--- src/rtl/gpio_bank_pkg.sv ---
package gpio_bank_pkg;

  localparam int unsigned ADDR_W = 4;
  localparam int unsigned BYTE_W = 8;

  localparam logic [ADDR_W-1:0] OFS_SUMMARY = 4'd6;
  localparam logic [ADDR_W-1:0] OFS_PAGE    = 4'd7;
  localparam logic [ADDR_W-1:0] OFS_BANK0   = 4'd8;

  localparam logic [BYTE_W-1:0] CODE_ENABLE   = 8'h80;
  localparam logic [BYTE_W-1:0] CODE_POLARITY = 8'h40;
  localparam logic [BYTE_W-1:0] CODE_STATUS   = 8'hC0;

  typedef enum logic [1:0] {
    PG_ENABLE   = 2'd1,
    PG_POLARITY = 2'd2,
    PG_STATUS   = 2'd3
  } page_e;

  function automatic logic page_code_valid(input logic [BYTE_W-1:0] c);
    return (c == CODE_ENABLE) || (c == CODE_POLARITY) || (c == CODE_STATUS);
  endfunction

  function automatic page_e page_decode(input logic [BYTE_W-1:0] c);
    if (c == CODE_ENABLE)   return PG_ENABLE;
    if (c == CODE_POLARITY) return PG_POLARITY;
    return PG_STATUS;
  endfunction

  function automatic logic [BYTE_W-1:0] page_encode(input page_e p);
    case (p)
      PG_ENABLE:   return CODE_ENABLE;
      PG_POLARITY: return CODE_POLARITY;
      default:     return CODE_STATUS;
    endcase
  endfunction

  // Per-bit edge match: polarity 1 = rising, 0 = falling, gated by enable.
  function automatic logic [BYTE_W-1:0] edge_hits(
    input logic [BYTE_W-1:0] cur,
    input logic [BYTE_W-1:0] prev,
    input logic [BYTE_W-1:0] pol,
    input logic [BYTE_W-1:0] en
  );
    logic [BYTE_W-1:0] rise;
    logic [BYTE_W-1:0] fall;
    rise = cur & ~prev;
    fall = ~cur & prev;
    return en & ((pol & rise) | (~pol & fall));
  endfunction

endpackage

--- src/rtl/gpio_sync.sv ---
module gpio_sync #(
  parameter int unsigned WIDTH  = 48,
  parameter int unsigned STAGES = 2
) (
  input  logic             clk,
  input  logic             rst_n,
  input  logic [WIDTH-1:0] d,
  output logic [WIDTH-1:0] q
);
  logic [WIDTH-1:0] chain [STAGES];

  for (genvar s = 0; s < STAGES; s++) begin : g_stage
    always_ff @(posedge clk or negedge rst_n) begin
      if (!rst_n) chain[s] <= '0;
      else if (s == 0) chain[s] <= d;
      else chain[s] <= chain[(s == 0) ? 0 : s-1];
    end
  end

  assign q = chain[STAGES-1];
endmodule

--- src/rtl/gpio_edge_port.sv ---
module gpio_edge_port
  import gpio_bank_pkg::*;
(
  input  logic              clk,
  input  logic              rst_n,
  input  logic [BYTE_W-1:0] pin_s,
  input  logic              en_we,
  input  logic              pol_we,
  input  logic [BYTE_W-1:0] wdata,
  output logic [BYTE_W-1:0] en_q,
  output logic [BYTE_W-1:0] pol_q,
  output logic [BYTE_W-1:0] status_q,
  output logic              flag
);
  logic [BYTE_W-1:0] prev_q;
  logic [BYTE_W-1:0] hits;
  logic [BYTE_W-1:0] en_next;

  assign hits    = edge_hits(pin_s, prev_q, pol_q, en_q);
  assign en_next = en_we ? wdata : en_q;

  always_ff @(posedge clk or negedge rst_n) begin
    if (!rst_n) begin
      prev_q   <= '0;
      en_q     <= '0;
      pol_q    <= '0;
      status_q <= '0;
    end else begin
      prev_q   <= pin_s;
      en_q     <= en_next;
      if (pol_we) pol_q <= wdata;
      // A dropped enable bit clears its event; a raised one starts empty.
      status_q <= (status_q | hits) & en_next;
    end
  end

  assign flag = |status_q;

  // a matching edge is latched on the next cycle when no enable write intervenes.
  p_edge_latch_r3: assert property (@(posedge clk) disable iff (!rst_n)
    (!en_we && hits != '0) |=> ((status_q & $past(hits)) == $past(hits)));

  // after an enable write, no event remains on a line written to 0.
  p_ack_clear_r7: assert property (@(posedge clk) disable iff (!rst_n)
    en_we |=> ((status_q & ~$past(wdata)) == '0));

  // an event bit is never set on a disabled line.
  p_masked_r5: assert property (@(posedge clk) disable iff (!rst_n)
    (status_q & ~en_q) == '0);

  // with no enable write, a set event bit stays set.
  p_sticky_r11: assert property (@(posedge clk) disable iff (!rst_n)
    !en_we |=> ((status_q & $past(status_q)) == $past(status_q)));
endmodule

--- src/rtl/gpio_bank48.sv ---
module gpio_bank48
  import gpio_bank_pkg::*;
#(
  parameter int unsigned NUM_PORTS   = 6,
  parameter int unsigned IRQ_PORTS   = 3,
  parameter int unsigned SYNC_STAGES = 2
) (
  input  logic                        clk,
  input  logic                        rst_n,
  input  logic [ADDR_W-1:0]           addr,
  input  logic [BYTE_W-1:0]           wdata,
  input  logic                        wr_en,
  input  logic                        rd_en,
  output logic [BYTE_W-1:0]           rdata,
  input  logic [NUM_PORTS*BYTE_W-1:0] pin_in,
  output logic [NUM_PORTS*BYTE_W-1:0] pin_out,
  output logic                        irq
);
  localparam int unsigned LINES = NUM_PORTS * BYTE_W;

  logic [LINES-1:0]     pin_s;
  logic [BYTE_W-1:0]    out_q    [NUM_PORTS];
  logic [BYTE_W-1:0]    en_q     [IRQ_PORTS];
  logic [BYTE_W-1:0]    pol_q    [IRQ_PORTS];
  logic [BYTE_W-1:0]    status_q [IRQ_PORTS];
  logic [IRQ_PORTS-1:0] flags;
  logic [IRQ_PORTS-1:0] bank_en_we;
  logic [IRQ_PORTS-1:0] bank_pol_we;
  logic                 page_we;
  page_e                page_q;

  gpio_sync #(.WIDTH(LINES), .STAGES(SYNC_STAGES)) u_sync (
    .clk(clk), .rst_n(rst_n), .d(pin_in), .q(pin_s)
  );

  // Output latches, one per port.
  for (genvar p = 0; p < NUM_PORTS; p++) begin : g_port
    always_ff @(posedge clk or negedge rst_n) begin
      if (!rst_n) out_q[p] <= '0;
      else if (wr_en && addr == ADDR_W'(p)) out_q[p] <= wdata;
    end
    assign pin_out[p*BYTE_W +: BYTE_W] = out_q[p];
  end

  // Page select; unknown codes are discarded.
  assign page_we = wr_en && addr == OFS_PAGE && page_code_valid(wdata);

  always_ff @(posedge clk or negedge rst_n) begin
    if (!rst_n) page_q <= PG_STATUS;
    else if (page_we) page_q <= page_decode(wdata);
  end

  // Banked per-port interrupt logic.
  for (genvar b = 0; b < IRQ_PORTS; b++) begin : g_bank
    logic hit_addr;
    assign hit_addr       = wr_en && addr == (OFS_BANK0 + ADDR_W'(b));
    assign bank_en_we[b]  = hit_addr && page_q == PG_ENABLE;
    assign bank_pol_we[b] = hit_addr && page_q == PG_POLARITY;

    gpio_edge_port u_edge (
      .clk      (clk),
      .rst_n    (rst_n),
      .pin_s    (pin_s[b*BYTE_W +: BYTE_W]),
      .en_we    (bank_en_we[b]),
      .pol_we   (bank_pol_we[b]),
      .wdata    (wdata),
      .en_q     (en_q[b]),
      .pol_q    (pol_q[b]),
      .status_q (status_q[b]),
      .flag     (flags[b])
    );
  end

  assign irq = |flags;

  // Read multiplexer.
  always_comb begin
    rdata = '0;
    if (rd_en) begin
      for (int p = 0; p < NUM_PORTS; p++) begin
        if (addr == ADDR_W'(p)) rdata = pin_s[p*BYTE_W +: BYTE_W];
      end
      if (addr == OFS_SUMMARY) rdata[IRQ_PORTS-1:0] = flags;
      if (addr == OFS_PAGE)    rdata = page_encode(page_q);
      for (int b = 0; b < IRQ_PORTS; b++) begin
        if (addr == (OFS_BANK0 + ADDR_W'(b))) begin
          case (page_q)
            PG_ENABLE:   rdata = en_q[b];
            PG_POLARITY: rdata = pol_q[b];
            default:     rdata = status_q[b];
          endcase
        end
      end
    end
  end

  // a write of an invalid code to the page register keeps the page.
  p_page_hold_r8: assert property (@(posedge clk) disable iff (!rst_n)
    (wr_en && addr == OFS_PAGE && !page_code_valid(wdata)) |=> $stable(page_q));

  // no bank register changes from a write while the status page is selected.
  p_status_page_ro_r9: assert property (@(posedge clk) disable iff (!rst_n)
    (wr_en && page_q == PG_STATUS) |=> ($stable(en_q[0]) && $stable(pol_q[0])));

  // the interrupt is high only when some event bit is latched.
  p_irq_source_r6: assert property (@(posedge clk) disable iff (!rst_n)
    irq |-> ((status_q[0] | status_q[1] | status_q[2]) != '0));

  // a write to an unused offset leaves every output latch alone.
  p_unused_wr_r10: assert property (@(posedge clk) disable iff (!rst_n)
    (wr_en && addr > (OFS_BANK0 + ADDR_W'(IRQ_PORTS - 1))) |=> $stable(pin_out));
endmodule

--- config.mk ---
export PLATFORM = sky130hd
export DESIGN_NAME = gpio_bank48
export DESIGN_NICKNAME = d
export VERILOG_FILES = /design/src/rtl/gpio_bank_pkg.sv /design/src/rtl/gpio_sync.sv /design/src/rtl/gpio_edge_port.sv /design/src/rtl/gpio_bank48.sv
export SDC_FILE = /design/constraint.sdc
export NUM_CORES = 1
export LEC_CHECK = 0
export BUFFER_PORTS_ARGS = -buffer_cell sky130_fd_sc_hd__buf_2
export CAP_MARGIN = 20
export CORE_ASPECT_RATIO = 1.25
export CORE_UTILIZATION = 30
export CTS_CLUSTER_SIZE = 8
export DETAILED_ROUTE_END_ITERATION = 12
export PLACE_DENSITY_LB_ADDON = 0.25
export SLEW_MARGIN = 20
export SYNTH_ARGS = -nofsm -noshare
export SYNTH_HDL_FRONTEND = slang
export SYNTH_SLANG_ARGS = --single-unit
--- constraint.sdc ---
create_clock -name clk -period 5.9 [get_ports clk]
set_clock_uncertainty 0.15 [all_clocks]
set_input_delay 0.59 -clock clk [delete_from_list [all_inputs] [get_ports clk]]
set_output_delay 0.59 -clock clk [all_outputs]
set_load 0.05 [all_outputs]
[Word-level counts from Yosys, hierarchy flattened]
Cells that the tools add are included.
Widths: inputs -> output; s select.
Cells by class
  eq/ne operators: 15
  muxes and demuxes: 28
  bitwise operators: 33
  reductions and logical operators: 24
Operators by type and width (number)
  $and 8x8->8: 18
  $mux 8: 14
  $not 8->8: 9
  $pmux 8 s2: 4
  $or 8x8->8: 6
  $reduce_or 24->1: 1
  $reduce_or 8->1: 3
  $logic_and 1x1->1: 17
  $eq 4x3->1 const B: 4
  $eq 8x8->1 const B: 2
  $eq 4x4->1 const B: 3
  $eq 4x2->1 const B: 2
  $eq 8x7->1 const B: 1
  $mux 2: 4
  $mux 1: 5
  $eq 4x1->1 const B: 1
  $logic_not 4->1: 1
  $mux 3: 1
  $eq 2x1->1 const B: 1
  $eq 2x2->1 const B: 1
  $logic_or 1x1->1: 2
Storage, ports and cells
  register bits after elaboration: 242
  input port bits: 64
  output and inout bits: 57
  word-level logic and storage cells: 121

[Longest topological paths before layout]
Gate-level depths: netlist (run 1).
  depth in word-level cells: 13
  depth in mapped cells: 9
  gate-level depth less buffers: 7

[Cells and area by module]
From an unflattened synthesis (run 1), not the netlist that was laid out.
Second synthesis, totals
  cells, all modules: 725
  area, all modules: 9940.8 um2
By module, submodules not included
  gpio_edge_port: times used 3, cells each 77, area each 1273.7 um2, seq. area each 800.8 um2
  gpio_bank48: times used 1, cells each 350, area each 3357.0 um2, seq. area each 1253.7 um2
  gpio_sync: times used 1, cells each 144, area each 2762.6 um2, seq. area each 2402.3 um2

[Worst setup path before layout (run 1)]
No wires, ideal clock.
  path kind: register -> output
  start: register page_q[0]
  end: output rdata[7]
  arrival: 2719 ps
  data required time: 5160 ps
  path slack: 2441 ps
  stages on the path, launching flop included: 9
  buffers on the path: 2
  cells stage by stage: dfstp_2 inv_1 ha_1 buf_2 clkbuf_1 nand2_1 o21ai_0 o22ai_1 a211oi_1
Between the ends
  cells in the longest elaborated chain, start to end: 7
  elaborated cells between the ends (all ways): 11
  classes of those cells: eq/ne (2); mux (9)
Ends and longest elaborated chain
  from (decl): line gpio_bank48.sv:30  | page_e page_q;
  from (signal assigned): line gpio_bank48.sv:50  | else if (page_we) page_q <= page_decode(wdata);
  $eq 2x2->1 / $eq 2x1->1 (equally long branches): line gpio_bank_pkg.sv:31, gpio_bank48.sv:87
  $pmux 8 s2: line gpio_bank_pkg.sv:31  | case (p)
  $mux 8: line gpio_bank48.sv:84  | if (addr == OFS_PAGE) rdata = page_encode(page_q);
  $mux 8 (2 in series): line gpio_bank48.sv:86  | if (addr == (OFS_BANK0 + ADDR_W'(b))) begin
  $mux 8 *: line gpio_bank48.sv:86
  $mux 8 *: line gpio_bank48.sv:79  | if (rd_en) begin
  to (decl): line gpio_bank48.sv:14  | output logic [BYTE_W-1:0] rdata,
Mark *: on every way between the ends. The rest lies on a longest branch, timed or not.

[Worst setup path after layout (run 1)]
  start: register page_q[0]
  end: output rdata[6]
Same word-level chain as after synthesis.

==> results of run 1 <==
==> cells in the mapped netlist (11+ instances only) <==
cell type  number
buf_2          14
a21oi_1        19
inv_1          11
o21ai_0        50
mux2_2         89
a21o_1         23
clkbuf_1       14
a221oi_1       11
dfrtp_1       240
a22oi_1        17
and2_1         20
o22ai_1        13
nand2_1        69
nor2b_1        11
nor2_1         33
==> worst max-delay path: stages (launching register included) <==
cell	delay, ps
dfstp_2	540
inv_1	60
ha_1	270
buf_4	420
a221oi_1	150
a2111oi_0	360
a31oi_1	90
a221oi_2	400
buf_2	330
==> placed cells by master (no fill, tap or decap), types with 11 or more instances in the layout <==
cell type	netlist	routed
dfrtp_1	240	240
o21ai_0	50	50
a221oi_1	11	11
inv_1	11	11
nor2b_1	11	11
clkbuf_16	0	37
nor2_1	33	33
a21o_1	23	23
and2_1	20	20
nand2_1	69	69
mux2_2	89	89
o22ai_1	13	13
a22oi_1	17	17
buf_2	14	119
a21oi_1	19	19
==> kinds of logic after synthesis <==
family | after synthesis
AO/OA/AOI/OAI | 158
buffers and inverters | 46
adder cells (fa/ha/maj) | 3
multiplexers | 107
AND/OR/NAND/NOR | 183
flip-flops | 242
==> where the power goes <==
group          switching [mW]  internal, mW  leakage [nW]  total [mW]
Combinational           0.462         0.166          1.88       0.628
Sequential             0.0639          1.79          3.01        1.85
Clock                   0.694          1.13         0.482        1.83
Total                    1.22          3.09          5.37        4.30
==> flip-flops by register name, indices dropped and copies added (netlist names) <==
register,count
pin_out,48
u_sync.chain,48
u_sync.q,48
g_bank.u_edge.en_q,24
g_bank.u_edge.pol_q,24
g_bank.u_edge.prev_q,24
g_bank.u_edge.status_q,24
page_q,2
==> metrics by stage <==
| stage | util (%) | total power [mW] | setup slack [ps] | area (sq um) |
|---|---|---|---|---|
| floorplan | - | 2.31 | 2440 | 9620 |
| global placement | 33.9 | 2.51 | 2280 | 10600 |
| detailed placement | 33.9 | 2.51 | 2240 | 10600 |
| CTS | 37.1 | 4.37 | 1950 | 11600 |
| global route | 37.1 | 4.47 | 1770 | 11600 |
| finish | 37.1 | 4.30 | 2010 | 11600 |
==> per-layer routing <==
layer | up-vias | routed length (um) | share of wire, % | track usage (%)
li1 | 2874 | - | - | -
met2 | 125 | 12800 | 52 | 26.8
met5 | - | 15 | 0.061 | 0
met1 | 3200 | 10100 | 41 | 18.6
met4 | 2 | 760 | 3.1 | 6.44
met3 | 49 | 811 | 3.3 | 3.08
==> cell type report <==
class                           instances  area, sq um
Multi-Input combinational cell        451         3340
Clock inverter                          2         17.5
Clock buffer                           46          970
Inverter                               11         41.3
Fill cell                            3014        19700
Tap cell                              407          509
Timing Repair Buffer                  124          653
Sequential cell                       242         6060
Antenna cell                            1         2.50
==> final timing paths <==
path | from | end | slack, ps | cells past startpoint
max | page_q[0]$_DFFE_PN1P_ | rdata[6] | 2010 | 8
min | rst_n | pin_out[43]$_DFFE_PN0P_ | -40 | 1
max reg2reg | page_q[0]$_DFFE_PN1P_ | g_bank[1].u_edge.status_q[7]$_DFF_PN0_ | 3460 | 6
min reg2reg | u_sync.chain[58]$_DFF_PN0_ | u_sync.q[10]$_DFF_PN0_ | 190 | 0
max in group asynchronous | rst_n | u_sync.chain[56]$_DFF_PN0_ | 4400 | 2
min in group clk | pin_in[17] | u_sync.chain[65]$_DFF_PN0_ | 30 | 1
==> flow_summary_export.csv, run 1 <==
group,metric,value,unit
yosys,synth-adder-area-share,0.390,%
detailed_routing,wirelength,24500,um
detailed_routing,vias_per_cell,4.87,
die,coreArea,0.0313,sq mm
clock_network,clk_pin_slew_worst_paths,50,ps
clock_network,cts_resized,0,
yosys,ys_async_sr_fraction,100,%
yosys,synth_top_area_share,62.4,%
outcome,status,"finished with violations",
die,num_rows,72,
detailed_routing,wl_per_cell,19.1,um
yosys,synth_edf_count,0,
sta,fin_hold_ws,-36.0,ps
final_layout,fin_nets,933,
sta,fin_setup_tns,0,ps
yosys,synth_top_family_by_area,"multiplexers",
detailed_routing,drtIter0Drc,334,
die,die_w,162,um
yosys,syn_nets,806,
yosys,yosys-top-cells-area,"dfrtp_1, mux2_2, nand2_1",
clock_network,post_cts_buffers,0,
clock_network,cts_root_buf,"clkbuf_16",
setup_path,worstPathArrival,3150,ps
pwr,ir_drop,0.000178,V
yosys,synth.avg_cell_area,13.0,sq um
detailed_routing,postRouteAntennaNets,0,
clock_network,cts.sinks,242,
clock_network,clk_latency,510,ps
yosys,ys_seq_area_share,63.0,%
detailed_routing,dr.pass1.iters,4,
detailed_routing,vias,6250,
clock_network,clk_path_buf_depth,3,
global_route,track_usage,15.5,%
yosys,yosys.area_share.simple,10.2,%
global_route,gr-total-overflow,0,
sta,worst_slew_pin_slew,915,ps
clock_network,htreeDepth,2,
yosys,synth.area.mux_share,13.2,%
yosys,synth_top_area_cell,"dfrtp_1",
yosys,synth-seq-cells,242,
setup_path,worst_setup_path_end_kind,"primary output",
yosys,synth_xor_area_share,0,%
pwr,p_per_area,371,mW/mm^2
sta,slew_headroom,39.0,%
pwr,p_leak,5.37,nW
outcome,violations,"negative hold slack",
sta,rsz0062_at_grt,"no",
clock_network,numCtsBuffers,36,
setup_path,required,5160,ps
die,io_pins,121,
global_route,grt_pass1_wl,38000,um
die,floorplan.initialDensity,30.8,%
placement,hpwlAfterDp,16500,um
yosys,yosys_warnings,0,
die,die-area,0.0328,sq mm
sta,report.final.slew_viol_count,0,
clock_network,cts_hold_buffers,0,
setup_path,critPathMaxFanout,48,
yosys,synth_cell_types,58,
yosys,syn-cell-area,0.00962,sq mm
final_layout,final_cells,1284,
yosys,syn_inst,739,
setup_path,start_kind,"flop",
global_route,antenna_found_initial,2,
die,die_h,202,um
final_layout,drive_above_1_share,33.1,%
sta,period_needed,3890,ps
yosys,synth_compound_area_share,10.9,%
job,drv_cap,0,
sta,final-setup-viol-count,0,
setup_path,crit_type,"reg2out",
min_path,hold_class,"in2async",
global_route,grt_max_degree,131,
placement,placed_cells,1235,
yosys,synth-main-ff-cell,"dfrtp_1",
detailed_routing,post-route-drc-count,0,
sta,maxClockFrequency,0.257,GHz
sta,finalCritPeriodShare,66.0,%
clock_network,cts_tree,"done",
placement,port_buffers,120,
final_layout,syn_to_final_growth,20.5,%
sta,hold_viol_final,14,
global_route,grt_pass1_vias,6474,
placement,gp_congestion,0.823,
Power figures use the tool's default switching activity.
==> run 2, diff against run 1 <==
ABC_AREA = 1   (was unset)
clock period = 3.86 ns   (was 5.9 ns; I/O delays follow)
==> run 2 against run 1 <==
The flow now finishes without violations. Via count grew 15%. Global-route usage grew 1.5 points. Sequential cell count is the same. Hold slack gained 84 ps. Core utilization grew 1.7 points. Routed wire length grew 6.4%. Highest routed layer is now met4.
==> flow_summary_export.csv, run 2 <==
group,metric,value,unit
clock_network,cts_resized,0,
sta,fin_hold_ws,47.9,ps
sta,maxClockFrequency,0.288,GHz
yosys,syn-cell-area,0.00944,sq mm
die,io_pins,121,
yosys,yosys-top-cells-area,"dfrtp_1, nand2_1, o21ai_0",
placement,placed_cells,1471,
placement,place_area,0.0105,sq mm
final_layout,final_cell_mix,"dfrtp_1, nand2_1, inv_1",
global_route,grt_pass1_wl,41600,um
die,die_h,200,um
die,floorplan.initialDensity,30.5,%
setup_path,worst_setup_path_end_kind,"primary output",
clock_network,numCtsBuffers,36,
placement,dp_slack,562,ps
final_layout,final_cells,1574,
final_layout,finish.utilization,38.8,%
detailed_routing,postRouteAntennaNets,0,
yosys,yosys_warnings,0,
final_layout,final_common_cell,"dfrtp_1",
final_layout,fin_area,0.0120,sq mm
sta,finalCritPeriodShare,90.0,%
die,num_rows,72,
detailed_routing,vias_per_cell,4.55,
clock_network,cts_tree,"done",
final_layout,drive_above_1_share,17.9,%
yosys,synth.avg_cell_area,9.83,sq um
global_route,grt_pass1_vias,7233,
placement,port_buffers,120,
clock_network,cts_root_buf,"clkbuf_16",
global_route,track_usage,16.9,%
global_route,gr-total-overflow,0,
sta,rsz0062_at_grt,"no",
detailed_routing,post-route-drc-count,0,
sta,worst_slew_pin_slew,976,ps
pwr,p_leak,5.72,nW
die,die-area,0.0322,sq mm
yosys,syn_inst,961,
placement,hpwlAfterDp,18000,um
final_layout,fin_nets,1218,
clock_network,clk_path_buf_depth,3,
pwr,p_per_area,545,mW/mm^2
yosys,synth-main-ff-cell,"dfrtp_1",
clock_network,clk_pin_slew_worst_paths,60,ps
clock_network,cts.sinks,242,
setup_path,required,3320,ps
sta,report.final.slew_viol_count,0,
clock_network,clk_latency,510,ps
setup_path,start_kind,"flop",
clock_network,cts_hold_buffers,49,
sta,period_needed,3480,ps
die,die_w,161,um
clock_network,htreeDepth,2,
global_route,antenna_found_initial,0,
detailed_routing,vias,7163,
setup_path,critPathMaxFanout,24,
sta,final-setup-viol-count,0,
die,coreArea,0.0310,sq mm
yosys,synth_cell_types,32,
yosys,ys_async_sr_fraction,100,%
clock_network,post_cts_buffers,0,
detailed_routing,wl_per_cell,16.6,um
sta,fin_setup_tns,0,ps
setup_path,worstPathArrival,2940,ps
yosys,synth_common_cells,"dfrtp_1, nand2_1, inv_1",
setup_path,crit_type,"reg2out",
yosys,ys_seq_area_share,64.2,%
job,drv_cap,0,
global_route,grt_max_degree,85,
detailed_routing,dr.pass1.iters,5,
yosys,synth_edf_count,0,
yosys,syn_nets,1028,
detailed_routing,wirelength,26100,um
min_path,hold_class,"in2reg",
yosys,synth-seq-cells,242,
sta,hold_viol_final,0,
yosys,yosys.cell_count.top_type,"dfrtp_1",
sta,slew_headroom,34.7,%
pwr,ir_drop,0.000283,V
outcome,status,"finished, final reports clean",
sta,finalWorstSetupSlack,385,ps
placement,gp_congestion,0.815,
yosys,synth_top_area_cell,"dfrtp_1",
yosys,synth_top_area_share,63.6,%
pwr,total_power,6.55,mW
detailed_routing,drtIter0Drc,484,
final_layout,syn_to_final_growth,27.4,%
run 2: cell count changes after synthesis, moves of 18 or more:
cell | previous run | this run
nand2_1 | 69 | 225
inv_1 | 11 | 125
mux2_2 | 89 | 0
o21ai_0 | 50 | 119
a21oi_1 | 19 | 53
nand3_1 | 2 | 26
a21o_1 | 23 | 0
and2_1 | 20 | 0
o211ai_1 | 0 | 18
run 2: power by group:
| group | switching (mW) | internal (mW) | total [mW] | leakage (nW) |
|---|---|---|---|---|
| logic | 0.702 | 0.227 | 0.929 | 2.44 |
| clock network | 1.06 | 1.74 | 2.80 | 0.484 |
| registers | 0.0938 | 2.73 | 2.82 | 2.79 |
| total | 1.86 | 4.69 | 6.55 | 5.72 |
run 2: routing by layer:
metal | routed length, um | global-route usage (%)
met5 | 0 | 0
met4 | 819 | 6.80
met3 | 1250 | 2.98
met2 | 12700 | 27.9
met1 | 11300 | 21.9
run 2: final timing paths:
| kind | start | to | slack (ps) | cells after the start |
|---|---|---|---|---|
| setup reg to reg | page_q[0]$_DFFE_PN1P_ | g_bank[0].u_edge.status_q[2]$_DFF_PN0_ | 1310 | 6 |
| hold / removal | wdata[4] | g_bank[0].u_edge.en_q[4]$_DFF_PN0_ | 50 | 3 |
| max in group asynchronous | rst_n | u_sync.chain[79]$_DFF_PN0_ | 2390 | 3 |
| min in group asynchronous | rst_n | pin_out[37]$_DFFE_PN0P_ | 320 | 2 |
| setup / recovery | page_q[0]$_DFFE_PN1P_ | rdata[1] | 380 | 10 |
| hold reg to reg | u_sync.chain[79]$_DFF_PN0_ | u_sync.q[31]$_DFF_PN0_ | 180 | 0 |
run 2: worst max-delay path: stages (launching register included):
cell and delay, ps:
dfstp_2 540, inv_1 60, ha_1 510, clkinv_1 150, buf_4 230, o211ai_1 190, nand2_1 70, nand2_1 50
nand2_1 50, a21oi_1 240, buf_2 330
run 2: cells by family after synthesis:
logic type	after synthesis	share of synthesized area, %
AO/OA/AOI/OAI	237	14.5
adder cells (fa/ha/maj)	3	0.398
buffers and inverters	156	6.39
flip-flops	242	64.2
AND/OR/NAND/NOR	323	14.6
run 2: area by class of cell:
type / instances / area (sq um)
antenna: 1 / 2.50
clock buffer: 50 / 975
tap: 407 / 509
timing repair buffer: 175 / 1170
multi-input combinational: 563 / 2780
fill: 3150 / 19000
inverter: 133 / 504
clock inverter: 3 / 26.3
sequential: 242 / 6060
==> run 3, diff against run 2 <==
ABC_AREA = 0   (was 1)
clock period = 4 ns   (was 3.86 ns; I/O delays follow)
==> run 3 against run 2 <==
Critical path depth decreased by 2. Core utilization is 0.19 points higher. Cell count decreased by 15%. Final area rose by 1.4%. Register-to-register slack gained 270 ps. Hold slack better by 130 ps. Sequential share of layout area is 0.68 points lower. Combinational power grew 5.0%.
==> flow_summary_export.csv, run 3 (synthesis results as in run 1) <==
group,metric,value,unit
final_layout,fin_nets,988,
setup_path,start_kind,"flop",
detailed_routing,dr.pass1.iters,5,
clock_network,htreeDepth,2,
setup_path,reg2reg_slack,1580,ps
setup_path,crit_type,"reg2out",
placement,place_area,0.0107,sq mm
detailed_routing,post-route-drc-count,0,
placement,port_buffers,120,
setup_path,worst_setup_path_end_kind,"primary output",
pwr,p_leak,5.63,nW
setup_path,r2r_start,"page_q[0]$_DFFE_PN1P_",
setup_path,worstPathArrival,3080,ps
global_route,grt_pass1_wl,39800,um
die,coreArea,0.0313,sq mm
sta,fin_hold_ws,183,ps
clock_network,clk_pin_slew_worst_paths,50,ps
sta,rsz0062_at_grt,"no",
detailed_routing,postRouteAntennaNets,0,
clock_network,cts_tree,"done",
min_path,hold_class,"reg2reg",
final_layout,fin_area,0.0122,sq mm
sta,final-setup-viol-count,0,
die,floorplan.initialDensity,30.8,%
clock_network,post_cts_buffers,0,
min_path,hp-start,"u_sync.chain[74]$_DFF_PN0_",
die,die-area,0.0328,sq mm
sta,hold_viol_final,0,
min_path,min_path_cells,0,
final_layout,final_cell_mix,"dfrtp_1, buf_2, mux2_2",
global_route,grt_max_degree,107,
clock_network,clk_latency,520,ps
setup_path,critPathMaxFanout,27,
global_route,track_usage,16.2,%
global_route,grt_pass1_vias,6812,
global_route,gr-total-overflow,0,
die,num_rows,72,
detailed_routing,wl_per_cell,18.9,um
sta,worst_slew_pin_slew,842,ps
setup_path,r2r-end,"g_bank[1].u_edge.status_q[6]$_DFF_PN0_",
sta,fin_setup_tns,0,ps
outcome,status,"finished, final reports clean",
clock_network,clk_path_buf_depth,3,
pwr,ir_drop,0.000262,V
setup_path,required,3450,ps
global_route,antenna_found_initial,0,
setup_path,reg2reg_depth,6,
clock_network,cts_root_buf,"clkbuf_16",
sta,period_needed,3630,ps
final_layout,drive_above_1_share,31.8,%
job,drv_cap,0,
detailed_routing,vias,6488,
placement,gp_congestion,0.822,
die,die_w,162,um
detailed_routing,vias_per_cell,4.82,
die,die_h,202,um
die,io_pins,121,
detailed_routing,drtIter0Drc,314,
min_path,hold_end,"u_sync.q[26]$_DFF_PN0_",
placement,hpwlAfterDp,17000,um
setup_path,cp-startpoint,"page_q[0]$_DFFE_PN1P_",
pwr,p_per_area,533,mW/mm^2
sta,report.final.slew_viol_count,0,
clock_network,cts.sinks,242,
sta,maxClockFrequency,0.276,GHz
final_layout,syn_to_final_growth,26.7,%
detailed_routing,wirelength,25500,um
clock_network,numCtsBuffers,36,
sta,slew_headroom,43.8,%
sta,finalCritPeriodShare,90.6,%
final_layout,final_common_cell,"dfrtp_1",
final_layout,diodes,0,
==> run 3: cell types whose count changed in the layout (fill, tap and decap cells not counted), moves of 23 or more <==
| cell | before | now |
|---|---|---|
| nand2_1 | 225 | 69 |
| nand3_1 | 26 | 2 |
| mux2_2 | 0 | 89 |
| a21oi_1 | 53 | 19 |
| inv_1 | 125 | 11 |
| a21o_1 | 0 | 23 |
| o21ai_0 | 119 | 50 |
==> run 3: final cells by class <==
type                       instances  area, sq um
sequential                       242         6060
clock buffer                      52          992
fill                            3016        19100
clock inverter                     3         47.5
timing repair buffer             179         1200
multi-input combinational        451         3340
inverter                          11         41.3
tap                              407          509
==> run 3: worst max path at each step <==
stage | to | slack (ps)
global route | rdata[6] | 200
CTS | rdata[6] | 180
global placement | rdata[6] | 790
finish | rdata[6] | 370
floorplan | rdata[7] | 730
detailed placement | rdata[6] | 740
==> run 3: report_power, final <==
group / switching [mW] / internal (mW) / total [mW]
registers: 0.0925 / 2.63 / 2.73
clock network: 1.03 / 1.76 / 2.80
logic: 0.694 / 0.281 / 0.975
total: 1.82 / 4.68 / 6.50
==> run 3: worst max-delay path: stages (launching register included) <==
cell,delay (ps)
dfstp_2,540
inv_1,60
ha_2,600
buf_4,320
nand2_1,70
o21ai_0,100
a31oi_1,130
a221oi_2,390
buf_2,330
==> run 3: what timing repair did <==
item,CTS,global route
setup endpoints to repair,0,1
resized for setup,0,1
hold buffers,49,0
hold endpoints to repair,149,0
==> run 3: layer usage <==
| metal | track usage [%] | wire length, um |
|---|---|---|
| met5 | 0 | 0 |
| met4 | 6.60 | 830 |
| met3 | 3.28 | 1230 |
| met2 | 28.8 | 13400 |
| met1 | 18.9 | 10000 |
==> run 3: per-stage QoR <==
stage	utilization, %	total power, mW	setup WS [ps]	std cells
floorplan	-	3.40	731	739
global placement	34.1	3.71	795	1241
detailed placement	34.1	3.72	744	1241
CTS	39.0	6.60	180	1345
global route	39.0	6.76	200	1345
finish	39.0	6.50	374	1345
